File: src/rtl/dmem_pkg.sv
package dmem_pkg;
  localparam int LANES  = 4;
  localparam int BYTE_W = 8;
  localparam int WORD_W = LANES * BYTE_W;
  localparam int LSEL_W = $clog2(LANES);

  typedef enum logic {
    SZ_BYTE = 1'b0,
    SZ_WORD = 1'b1
  } acc_size_e;

  // strobes passed from control to datapath
  typedef struct packed {
    logic              readEn;
    logic              wordAcc;
    logic [LANES-1:0]  laneWe;
    logic [LSEL_W-1:0] laneSel;
  } dmem_strobe_t;
endpackage

File: src/rtl/dmem_ctrl.sv
module dmem_ctrl
  import dmem_pkg::*;
#(
  parameter int ADDR_W = 6
) (
  input  logic [ADDR_W-1:0] addr,
  input  logic              accSize,
  input  logic              loadStb,
  input  logic              storeStb,
  output dmem_strobe_t      strobe,
  output logic              alignErr
);
  acc_size_e         sizeSel;
  logic              anyStb;
  logic              misaligned;
  logic [LSEL_W-1:0] offset;
  logic [LSEL_W-1:0] lane;

  assign sizeSel    = acc_size_e'(accSize);
  assign anyStb     = loadStb | storeStb;
  assign offset     = addr[LSEL_W-1:0];
  // lowest address sits in the most significant lane
  assign lane       = LSEL_W'(LANES - 1) - offset;
  assign misaligned = (sizeSel == SZ_WORD) && (offset != '0) && anyStb;

  always_comb begin
    strobe         = '0;
    strobe.wordAcc = (sizeSel == SZ_WORD);
    strobe.laneSel = lane;
    strobe.readEn  = loadStb && !misaligned;
    if (storeStb && !misaligned) begin
      if (sizeSel == SZ_WORD) strobe.laneWe = '1;
      else                    strobe.laneWe = LANES'(1) << lane;
    end
  end

  assign alignErr = misaligned;
endmodule

File: src/rtl/dmem_datapath.sv
module dmem_datapath
  import dmem_pkg::*;
#(
  parameter int DEPTH_WORDS = 16,
  parameter int ADDR_W      = 6
) (
  input  logic              clk,
  input  logic              rstN,
  input  logic [ADDR_W-1:0] addr,
  input  logic [WORD_W-1:0] storeData,
  input  dmem_strobe_t      strobe,
  output logic [WORD_W-1:0] loadData
);
  localparam int WIDX_W = ADDR_W - LSEL_W;

  logic [BYTE_W-1:0] memArr [DEPTH_WORDS][LANES];
  logic [WIDX_W-1:0] wIdx;
  logic [BYTE_W-1:0] laneIn [LANES];
  logic [WORD_W-1:0] rdWord;
  logic [BYTE_W-1:0] selByte;

  assign wIdx = addr[ADDR_W-1:LSEL_W];

  // lane steering: word store takes its own slice, byte store the low byte
  for (genvar l = 0; l < LANES; l++) begin : g_lane
    assign laneIn[l] = strobe.wordAcc ? storeData[l*BYTE_W +: BYTE_W]
                                      : storeData[BYTE_W-1:0];
    assign rdWord[l*BYTE_W +: BYTE_W] = memArr[wIdx][l];
  end

  always_ff @(posedge clk or negedge rstN) begin
    if (!rstN) begin
      for (int w = 0; w < DEPTH_WORDS; w++)
        for (int l = 0; l < LANES; l++)
          memArr[w][l] <= '0;
    end else begin
      for (int l = 0; l < LANES; l++)
        if (strobe.laneWe[l]) memArr[wIdx][l] <= laneIn[l];
    end
  end

  assign selByte = memArr[wIdx][strobe.laneSel];

  always_comb begin
    if (!strobe.readEn)      loadData = '0;
    else if (strobe.wordAcc) loadData = rdWord;
    else                     loadData = {{(WORD_W-BYTE_W){selByte[BYTE_W-1]}}, selByte};
  end

  // no write last cycle and same word read twice -> result unchanged
  p_hold_r9: assert property (@(posedge clk) disable iff (!rstN)
    ($past(strobe.laneWe) == '0 && $past(strobe.readEn) && $past(strobe.wordAcc)
     && strobe.readEn && strobe.wordAcc && $past(wIdx) == wIdx)
    |-> loadData == $past(loadData));

  // full-word write is readable from the next cycle
  p_word_lands_r2: assert property (@(posedge clk) disable iff (!rstN)
    ($past(strobe.laneWe) == '1 && strobe.readEn && strobe.wordAcc
     && $past(wIdx) == wIdx && $past(strobe.wordAcc))
    |-> loadData == $past(storeData));
endmodule

File: src/rtl/dmem_port.sv
module dmem_port
  import dmem_pkg::*;
#(
  parameter  int DEPTH_WORDS = 16,
  localparam int ADDR_W      = $clog2(4 * DEPTH_WORDS)
) (
  input  logic              clk,
  input  logic              rstN,
  input  logic [ADDR_W-1:0] addr,
  input  logic [31:0]       storeData,
  input  logic              accSize,
  input  logic              loadStb,
  input  logic              storeStb,
  output logic [31:0]       loadData,
  output logic [3:0]        byteWe,
  output logic              alignErr
);
  dmem_strobe_t strobe;

  dmem_ctrl #(.ADDR_W(ADDR_W)) u_ctrl (
    .addr     (addr),
    .accSize  (accSize),
    .loadStb  (loadStb),
    .storeStb (storeStb),
    .strobe   (strobe),
    .alignErr (alignErr)
  );

  dmem_datapath #(.DEPTH_WORDS(DEPTH_WORDS), .ADDR_W(ADDR_W)) u_dp (
    .clk       (clk),
    .rstN      (rstN),
    .addr      (addr),
    .storeData (storeData),
    .strobe    (strobe),
    .loadData  (loadData)
  );

  assign byteWe = strobe.laneWe;

  p_misalign_block_r6: assert property (@(posedge clk) disable iff (!rstN)
    (accSize && addr[1:0] != 2'b00 && (loadStb || storeStb))
    |-> (alignErr && byteWe == 4'b0000 && loadData == 32'h0));

  p_byte_noerr_r7: assert property (@(posedge clk) disable iff (!rstN)
    !accSize |-> !alignErr);

  p_byte_onehot_r5: assert property (@(posedge clk) disable iff (!rstN)
    (!accSize && storeStb) |-> $countones(byteWe) == 1);

  p_idle_quiet_r8: assert property (@(posedge clk) disable iff (!rstN)
    (!loadStb && !storeStb) |-> (loadData == 32'h0 && byteWe == 4'b0000 && !alignErr));

  p_sign_r4: assert property (@(posedge clk) disable iff (!rstN)
    (!accSize && loadStb) |-> loadData[31:8] == {24{loadData[7]}});
endmodule

File: config.mk
export PLATFORM = sky130hd
export DESIGN_NAME = dmem_port
export DESIGN_NICKNAME = d
export VERILOG_FILES = /design/src/rtl/dmem_pkg.sv /design/src/rtl/dmem_ctrl.sv /design/src/rtl/dmem_datapath.sv /design/src/rtl/dmem_port.sv
export SDC_FILE = /design/constraint.sdc
export NUM_CORES = 1
export LEC_CHECK = 0
export BUFFER_PORTS_ARGS = -buffer_cell sky130_fd_sc_hd__buf_2
export CAP_MARGIN = 5
export CORE_MARGIN = 1.5
export CORE_UTILIZATION = 55
export CTS_CLUSTER_DIAMETER = 150
export DETAILED_ROUTE_END_ITERATION = 8
export GPL_ROUTABILITY_DRIVEN = 0
export PLACE_DENSITY = 0.7
export SETUP_SLACK_MARGIN = 0.4
export SLEW_MARGIN = 20
export SYNTH_ARGS = -nofsm -noshare
export SYNTH_HDL_FRONTEND = slang
export SYNTH_SLANG_ARGS = --single-unit
File: constraint.sdc
create_clock -name clk -period 2.9 [get_ports clk]
set_input_delay 0.29 -clock clk [delete_from_list [all_inputs] [get_ports clk]]
set_output_delay 0.29 -clock clk [all_outputs]
set_load 0.05 [all_outputs]
==> reports/qor.csv <==
metric,value,unit
Mean Syn Cell Area,11.6,sq um
Filler Cell Count,3056,
post-synthesis compound-gate area fraction,9.51,%
post-synthesis mux area share,22.2,%
post-synthesis cell area,23400,sq um
Startpoint Class,flip-flop,
CP Capture Type,output pin,
Setup WS post-layout,-0.0977,ns
CP Class,flip-flop to output pin,
max FFs per register,512,
share of layout cells above drive strength 1,29.4,%
"slowest stage cell, crit path",mux4_2,
Layout Cells excl Fill,2735,
max cap viols,0,
Synth Area in Simple Gates,10.2,%
"most used cell, CP",mux2i_2,
DRC viols,0,
Top Registers,u_dp.memArr (512),
crit-path max FO,7,
"Slew Viols, Final",0,
dpl cells,2634,
total CTS buffers,51,
FP Rows,75,
clock root cell,clkbuf_16,
first-pass GRT wire length,100000,microns
Multi-input gate area,10200,sq um
DP Wirelength,43000,microns
status,"complete, but fails checks",
WHS,0.167,ns
Vias,16900,
crit-path cells,mux4_2 > mux2i_2 > mux2i_2 > a22oi_2 > buf_12 > clkbuf_16 > nand3_2 > buf_6,
Sink Count,512,
number of port buffers,79,
CP Data Required Time,2.61,ns
"Seq/Total Area, Yosys",54.9,%
Final Hold Fails,0,
WL final,64000,microns
core area,41900,sq um
critical path arrival,2.71,ns
FMAX,334,MHz
Layout area overhead,17.8,%
Routed WL per cell,23.4,microns
slew margin rel.,21.9,%
GRT Util Overall,30.3,%
Worst-Margin Slew,1.17,ns
Synth Flop Type,dfrtp_1,
DR pass1 iterations,6,
worst path bufs/invs,3,
maximum vdd drop,0.399,mV
xor/xnor share of the synthesized area,0.0750,%
largest family of logic cells by synthesized area,multiplexers,
Seq cells post-synth,512,
RSZ-0062 raised after global routing,yes,
drt initial violations,1781,
Yosys cell types,38,
DR vias/cell,6.19,
Final Cycle Share,103,%
worst-case clock buffer depth,3,
number of I/O pins,80,
share of the synthesized area in the top cell type,54.9,%
Setup-failing EPs final,18,
most numerous cell in the Yosys netlist,dfrtp_1,
final setup TNS,-1.13,ns
post-route ant nets,0,
Sequential Area,12800,sq um
Worst Hold Class,input port to flip-flop,
GRT overflow,0,
die area,43700,sq um
H-tree levels,2,
Clock transition at path regs,0.06,ns
Post-Syn Nets,2060,
"EDFF count, synth",0,
"area leader, netlist",dfrtp_1,
Synth top cells by count,"dfrtp_1, nor2_1, a21oi_1",
Cells after Synth,2017,
Synth Area in Adders,0,%
Worst Skew,0,ns
violations in the final reports,negative setup slack,
Biggest register,u_dp.memArr,
Worst-Skew Late Latency,0.58,ns
synth warn,0,
fin crit period,3.00,ns
nets@finish,2199,
initial antenna violation count,1,
synth top area cells,"dfrtp_1, mux4_2, a21oi_1",
Top delay family on crit path,multiplexers,
Initial Utilization,55.7,%
asr flop ratio synth,100,%
PD cells,716,nW/um^2
Die Width,209,microns
CTS tree,yes,
diodes inserted,0,
pin count of the biggest net entering global routing,80,
vias in the first global route,17200,
max incr delay on CP,0.48,ns
Die Y,209,microns
Lkg Pwr,12.7,nW
layout make-up:
class,count,share of cell area (%)
clock buffer,84,5.93
clock inverter,9,0.377
inverter,4,0.0546
multi-input combinational,1351,37.0
sequential,512,46.6
tap,539,2.45
timing repair buffer,236,7.60
power breakdown:
group          total (mW)  switching [mW]  internal [mW]  leakage, nW
sequential           9.19           0.740           8.45         6.65
combinational        3.72            1.92           1.80         5.19
clock                6.78            2.78           4.00        0.852
total                19.7            5.44           14.2         12.7
path summary, 6_finish.rpt:
kind | from | end | slack, ns | cells past startpoint
setup / recovery | u_dp.memArr[311] | loadData[30] | -0.1 | 8
hold reg to reg | u_dp.memArr[322] | u_dp.memArr[322] | 0.47 | 2
hold / removal | storeData[1] | u_dp.memArr[345] | 0.17 | 2
max in group asynchronous | rstN | u_dp.memArr[232] | 1.71 | 3
setup reg to reg | u_dp.memArr[188] | u_dp.memArr[188] | 2.11 | 1
min in group asynchronous | rstN | u_dp.memArr[157] | 0.25 | 2
cell usage in the layout, fill, tap and decap left out, types with 3 or more instances in the layout:
master / count
nor2_1: 316
nand3_2: 14
nand2_1: 164
nand4_1: 4
o21ai_0: 107
buf_2: 44
nor2b_1: 12
a21oi_1: 298
buf_4: 136
nor2_2: 6
nand3_1: 34
clkinv_2: 4
clkbuf_8: 19
nand3b_1: 4
o21ai_4: 5
mux4_2: 138
nand3_4: 10
buf_8: 4
inv_1: 3
nor3_1: 4
clkbuf_16: 54
dfrtp_1: 512
buf_6: 29
buf_12: 20
mux2i_1: 58
mux2_2: 128
a21oi_2: 11
o22ai_1: 8
mux2i_2: 6
clkbuf_1: 12
layer usage:
metal,track usage [%],wire [microns],vias to the layer above
met4,10.4,1740,0
met1,41.8,26400,8710
met3,6.88,5200,110
met2,47.8,30700,671
li1,-,-,7452
met5,0,0,-
repair_timing:
action / CTS / global route
hold buffers: 1 / 0
setup buffers: 5 / 1
gates cloned: 0 / 1
pin swaps: 8 / 2
gates resized for setup: 65 / 27
endpoints found under the hold margin: 65 / 0
endpoints found under the setup margin: 32 / 32
cell families after synthesis:
group / after synthesis
multiplexers: 330
XOR/XNOR: 2
buffers and inverters: 154
AND/OR/NAND/NOR: 581
flip-flops: 512
AO/OA/AOI/OAI: 438
metrics by stage:
| step | instance area [sq um] | utilization (%) | power, mW | worst slack, ns |
|---|---|---|---|---|
| finish | 27500 | 65.6 | 19.7 | -0.0977 |
| global route | 27500 | 65.6 | 20.5 | -0.139 |
| CTS | 27400 | 65.3 | 19.7 | -0.126 |
| detailed placement | 25400 | 60.5 | 12.8 | -0.0565 |
| global placement | 25400 | 60.5 | 12.6 | -0.0117 |
| floorplan | 23600 | - | 11.5 | 0.277 |
(Power assumes the default switching activity.)
